===== config.mk =====
export PLATFORM = sky130hd
export DESIGN_NAME = rle_esc_encoder
export DESIGN_NICKNAME = d
export VERILOG_FILES = /design/src/rtl/rle_esc_pkg.sv /design/src/rtl/rle_run_tracker.sv /design/src/rtl/rle_multi_fifo.sv /design/src/rtl/rle_out_pacer.sv /design/src/rtl/rle_esc_encoder.sv
export SDC_FILE = /design/constraint.sdc
export NUM_CORES = 1
export LEC_CHECK = 0
export ABC_AREA = 1
export CELL_PAD_IN_SITES_DETAIL_PLACEMENT = 1
export CELL_PAD_IN_SITES_GLOBAL_PLACEMENT = 2
export CORE_MARGIN = 1
export CORE_UTILIZATION = 37
export DETAILED_ROUTE_END_ITERATION = 16
export PLACE_DENSITY = 0.83
export SYNTH_ARGS = -nofsm -noshare
export SYNTH_HDL_FRONTEND = slang
export SYNTH_SLANG_ARGS = --single-unit
export TNS_END_PERCENT = 1

===== constraint.sdc =====
create_clock -name clk -period 3.45 [get_ports clk]
set_input_delay 0.69 -clock clk [delete_from_list [all_inputs] [get_ports clk]]
set_output_delay 0.69 -clock clk [all_outputs]
set_load 0.01 [all_outputs]

===== src/rtl/rle_esc_pkg.sv =====
package rle_esc_pkg;
  localparam logic [7:0] ESC_CODE = 8'h1B;
  localparam int LIT_CAP  = 5;
  localparam int ESC_CAP  = 6;
  localparam int GRP_MAX  = 3;
  localparam int CNT_W    = $clog2(ESC_CAP + 1);
  localparam int LEN_W    = $clog2(GRP_MAX + 1);

  typedef struct packed {
    logic [LEN_W-1:0]          len;
    logic [GRP_MAX-1:0][7:0]   bytes;  // bytes[0] leaves first
  } grp_t;

  function automatic logic [CNT_W-1:0] cap_of(input logic [7:0] b);
    return (b == ESC_CODE) ? CNT_W'(ESC_CAP) : CNT_W'(LIT_CAP);
  endfunction

  function automatic grp_t encode_run(input logic [7:0] b, input logic [CNT_W-1:0] n);
    grp_t g;
    g = '0;
    if (b == ESC_CODE || n >= CNT_W'(3)) begin
      g.len      = LEN_W'(3);
      g.bytes[0] = ESC_CODE;
      g.bytes[1] = 8'(n);
      g.bytes[2] = b;
    end else if (n == CNT_W'(2)) begin
      g.len      = LEN_W'(2);
      g.bytes[0] = b;
      g.bytes[1] = b;
    end else if (n == CNT_W'(1)) begin
      g.len      = LEN_W'(1);
      g.bytes[0] = b;
    end
    return g;
  endfunction
endpackage


===== src/rtl/rle_run_tracker.sv =====
module rle_run_tracker
  import rle_esc_pkg::*;
(
  input  logic       clk,
  input  logic       rst,
  input  logic       take_byte,
  input  logic       take_flush,
  input  logic [7:0] in_byte,
  output grp_t       grp
);
  logic             run_on;
  logic [7:0]       run_byte;
  logic [CNT_W-1:0] run_cnt;
  logic             extend;
  logic             closing;

  always_comb begin
    extend  = run_on && (in_byte == run_byte) && (run_cnt < cap_of(run_byte));
    closing = take_flush ? run_on : (take_byte && run_on && !extend);
    grp     = closing ? encode_run(run_byte, run_cnt) : '0;
  end

  always_ff @(posedge clk) begin
    if (rst) begin
      run_on   <= 1'b0;
      run_byte <= '0;
      run_cnt  <= '0;
    end else if (take_flush) begin
      run_on  <= 1'b0;
      run_cnt <= '0;
    end else if (take_byte) begin
      if (extend) begin
        run_cnt <= run_cnt + CNT_W'(1);
      end else begin
        run_on   <= 1'b1;
        run_byte <= in_byte;
        run_cnt  <= CNT_W'(1);
      end
    end
  end
endmodule


===== src/rtl/rle_multi_fifo.sv =====
module rle_multi_fifo #(
  parameter  int DEPTH  = 8,
  parameter  int W      = 8,
  parameter  int LANES  = 3,
  localparam int PTR_W  = $clog2(DEPTH),
  localparam int FILL_W = $clog2(DEPTH + 1),
  localparam int LN_W   = $clog2(LANES + 1)
) (
  input  logic                      clk,
  input  logic                      rst,
  input  logic [LN_W-1:0]           wr_n,
  input  logic [LANES-1:0][W-1:0]   wr_data,
  input  logic                      rd,
  output logic [W-1:0]              head,
  output logic                      empty,
  output logic [FILL_W-1:0]         fill
);
  logic [W-1:0]     mem [DEPTH];
  logic [PTR_W-1:0] wr_ptr;
  logic [PTR_W-1:0] rd_ptr;

  assign head  = mem[rd_ptr];
  assign empty = (fill == '0);

  always_ff @(posedge clk) begin
    for (int i = 0; i < LANES; i++) begin
      if (!rst && i < int'(wr_n)) mem[wr_ptr + PTR_W'(i)] <= wr_data[i];
    end
  end

  always_ff @(posedge clk) begin
    if (rst) begin
      wr_ptr <= '0;
      rd_ptr <= '0;
      fill   <= '0;
    end else begin
      wr_ptr <= wr_ptr + PTR_W'(wr_n);
      if (rd) rd_ptr <= rd_ptr + PTR_W'(1);
      fill <= fill + FILL_W'(wr_n) - FILL_W'(rd);
    end
  end
endmodule


===== src/rtl/rle_out_pacer.sv =====
module rle_out_pacer (
  input  logic       clk,
  input  logic       rst,
  input  logic       empty,
  input  logic [7:0] head,
  output logic       rd,
  output logic [7:0] out_byte,
  output logic       data_valid
);
  assign rd = !empty && !data_valid;

  always_ff @(posedge clk) begin
    if (rst) begin
      data_valid <= 1'b0;
      out_byte   <= '0;
    end else begin
      data_valid <= rd;
      if (rd) out_byte <= head;
    end
  end
endmodule


===== src/rtl/rle_esc_encoder.sv =====
module rle_esc_encoder
  import rle_esc_pkg::*;
#(
  parameter  int DEPTH  = 8,
  localparam int FILL_W = $clog2(DEPTH + 1)
) (
  input  logic       clk,
  input  logic       rst,
  input  logic       in_valid,
  input  logic [7:0] in_byte,
  output logic       in_ready,
  input  logic       flush,
  output logic [7:0] out_byte,
  output logic       data_valid
);
  logic [FILL_W-1:0] fifo_fill;
  logic              fifo_empty;
  logic [7:0]        fifo_head;
  logic              fifo_rd;
  logic              take_byte;
  logic              take_flush;
  grp_t              grp;

  assign in_ready   = (fifo_fill <= FILL_W'(DEPTH - GRP_MAX));
  assign take_flush = flush && in_ready;
  assign take_byte  = in_valid && in_ready && !flush;

  rle_run_tracker u_tracker (
    .clk        (clk),
    .rst        (rst),
    .take_byte  (take_byte),
    .take_flush (take_flush),
    .in_byte    (in_byte),
    .grp        (grp)
  );

  rle_multi_fifo #(.DEPTH(DEPTH), .W(8), .LANES(GRP_MAX)) u_fifo (
    .clk     (clk),
    .rst     (rst),
    .wr_n    (grp.len),
    .wr_data (grp.bytes),
    .rd      (fifo_rd),
    .head    (fifo_head),
    .empty   (fifo_empty),
    .fill    (fifo_fill)
  );

  rle_out_pacer u_pacer (
    .clk        (clk),
    .rst        (rst),
    .empty      (fifo_empty),
    .head       (fifo_head),
    .rd         (fifo_rd),
    .out_byte   (out_byte),
    .data_valid (data_valid)
  );
endmodule


==> flow_summary.yaml <==
drt:
  dr.pass1.iters: 5
  via_per_inst: 5.48
  dr_total_vias: 5598
  ant_nets: 0
  routed_wl_um: 20200
  drc: 0
  wire_per_inst_um: 19.8
  drtIter0Drc: 557
synthesis:
  ys_warn_count: 0
  ys_seq_area_share_pct: 43.4
  yosys-top-cells-area: "edfxtp_1 (33%), nand2_1 (11%), dfxtp_1 (11%)"
  synthCells: 772
  avgSynthCellArea_um2: 7.59
  synth_edf_count: 64
  syn_nets: 800
  synthArstFlopShare_pct: 0
  synth_cell_type_count: 36
  synth_top_area_share_pct: 32.8
  synth_ff_type: "edfxtp_1"
  synth_top_cell_by_area: "edfxtp_1"
  synthesis.area_um2: 5860
  ys_seq_elements: 95
layout:
  nNetsFinal: 834
  layout.cells.most_common: "nand2_1"
  drive_above_1_share_pct: 9.12
  n_antenna_cell: 0
  area_growth_pct: 15.1
  seqCellArea_um2: 2540
  multi_input_area_um2: 2860
  fillers: 1928
  layout_common_cells: "nand2_1 (179), nand3_1 (88), nor2_1 (87)"
  fin_cells: 1022
place:
  gp_congestion: 0.881
  io_buffers: 21
  dpl.hpwl_um: 15500
  dp.cells: 1006
worst_setup_path:
  cp_data_arrival_time_ps: 3180
  critPathRequiredTime_ps: 3550
  r2r.worst_path.cells: 17
  worst_setup_path_end_kind: "flip-flop"
  path_class: "reg -> reg"
  regToRegEndpoint: "u_fifo.mem[0][0]"
  rrSetupSlack_ps: 370
  cp-start-kind: "flip-flop"
  timing.rr.start: "u_tracker.run_byte[5]"
  path_max_fanout: 32
timing:
  fin_crit_sh_pct: 89.2
  rsz0062_at_grt: "no"
  slew_headroom_pct: 39.9
  period_needed_ps: 3080
  skew_ps: 10.5
  finalHoldViolations: 0
  max_slew.worst_pin.slew_ps: 901
  setup_violations: 0
  finalMaxSlewViolations: 0
  final.setup.tns_ps: 0
  fmax_mhz: 325
hold_path:
  holdPathStages: 2
  min_to: "u_pacer.out_byte[4]"
  hp-class: "reg -> reg"
  hold_start: "u_pacer.out_byte[4]"
pwr:
  power.density_nw_per_um2: 556
  power_frac_seq_pct: 36.5
  p_leak_nw: 2.91
  vdd_ir_drop_max_mv: 0.357
  combPwrFrac_pct: 34.1
  total_power_mw: 3.75
  sw_frac_of_total_pct: 36.8
  p_int_mw: 2.37
  switchingPower_mw: 1.38
  pwr-share-clk_pct: 29.4
cts:
  ctsHoldBuffers: 0
  ctsRootBufferMaster: "clkbuf_16"
  cts_tree: "yes"
  htreeDepth: 3
  cts_resized: 0
  clock_path_buffers: 2
  cts.sinks: 95
  clk_pin_slew_worst_paths_ps: 80
  post-cts-setup-buffer-count: 0
  cts_buffers: 9
  clk_latency_ps: 350
floorplan:
  die_height_um: 128
  die_x_um: 128
  io_pins: 22
  start_util_pct: 38.3
  core_um2: 15300
  rows: 45
  die-area_um2: 16400
run:
  drv_cap: 0
grt:
  grt_pass1_vias: 5730
  grt_start_max_net_pins: 36
  antenna_found_initial: 0
  grt_pass1_wl_um: 32400
  overflow: 0
  track_usage_pct: 26.4
run_status:
  status: "complete, no violations"
[stage by stage]
step                      util (%)  hold slack [ps]  setup WS [ps]  cell area [um2]
after floorplan                  -              483            773             5860
after global placement        42.0              454            223             6430
after detailed placement      42.0              459            174             6430
after CTS                     44.1              469            397             6750
after global routing          44.1              502            118             6750
final                         44.1              470            373             6750
[how the worst max path moves through the flow]
stage / slack, ps / to / startpoint / depth (start not counted)
floorplan: 770 / u_fifo.fill[2] / u_tracker.run_byte[3] / 19
finish: 370 / u_fifo.mem[0][0] / u_tracker.run_byte[5] / 17
CTS: 400 / u_fifo.mem[2][1] / u_tracker.run_byte[5] / 17
detailed placement: 170 / u_fifo.mem[2][1] / in_byte[0] / 16
global placement: 220 / u_fifo.fill[3] / in_byte[7] / 15
global route: 120 / u_fifo.mem[5][3] / u_tracker.run_cnt[1] / 13
[registers in the layout (all words and copies together), names as in the netlist]
signal and flops:
u_fifo.fill 4, u_fifo.mem 64, u_tracker.run_byte 8, u_pacer.out_byte 8, u_fifo.rd_ptr 3, u_tracker.run_on 1, u_fifo.wr_ptr 3, u_tracker.run_cnt 3
u_pacer.data_valid 1
[kinds of logic (layout without fill, tap and decap cells)]
family          Yosys count  count (layout)  synth area share (%)
compound gates          141             141                  13.3
xor+xnor                  8               8                  1.20
fa+ha+maj                16              16                  3.67
buf+inv                 111             150                  7.94
flops                    95              95                  43.4
simple gates            401             401                  30.5
[critical path, cell delays in order, from the launching register on]
cell     delay (ps)
dfxtp_1         310
inv_1           150
nand2_1         100
nor3_1          150
nand4_1         150
ha_1            310
nand2_1          50
inv_1            60
nand2_1          60
nand3_1         110
nand2_2          90
nand2_4         120
nand3_4         130
nor2_4          310
buf_4           370
nand3_1         120
nand3_1         160
nand2_1          60
[cell usage after synthesis (3+ instances only)]
| cell | number |
|---|---|
| nor2_1 | 87 |
| nand2_1 | 179 |
| nand2_2 | 3 |
| edfxtp_1 | 64 |
| o21ai_1 | 20 |
| nand3_2 | 7 |
| dfxtp_1 | 31 |
| inv_1 | 71 |
| o21ai_0 | 67 |
| buf_6 | 5 |
| buf_2 | 9 |
| xnor2_1 | 6 |
| nand4_1 | 16 |
| nor3_1 | 11 |
| clkbuf_1 | 19 |
| o22ai_1 | 8 |
| o211ai_1 | 8 |
| a21oi_1 | 24 |
| nand3_1 | 88 |
| inv_2 | 5 |
| o221ai_1 | 8 |
| ha_1 | 14 |
[layout make-up]
type | instances | share of cell area (%)
multi-input combinational | 566 | 42.3
timing repair buffer | 56 | 7.01
clock inverter | 6 | 1.34
sequential | 95 | 37.7
clock buffer | 10 | 3.39
tap | 211 | 3.91
inverter | 78 | 4.34
[metal layers]
metal / GRT usage (%) / vias to the layer above / share of wire [%]
li1: - / 2689 / -
met1: 36.4 / 2721 / 47
met3: 3.17 / 25 / 4.9
met4: 8.44 / 0 / 2.2
met2: 43.3 / 163 / 46
met5: 0 / - / 0
[power groups by stage]
stage,registers [mW],logic [mW],clock network [mW]
after floorplan,1.39,0.818,0
final,1.37,1.28,1.10
after global routing,1.38,1.44,1.15
after CTS,1.37,1.29,1.11
after global placement,1.39,1.24,0
after detailed placement,1.40,1.28,0
Note: power is estimated with default switching activity, not from simulation.
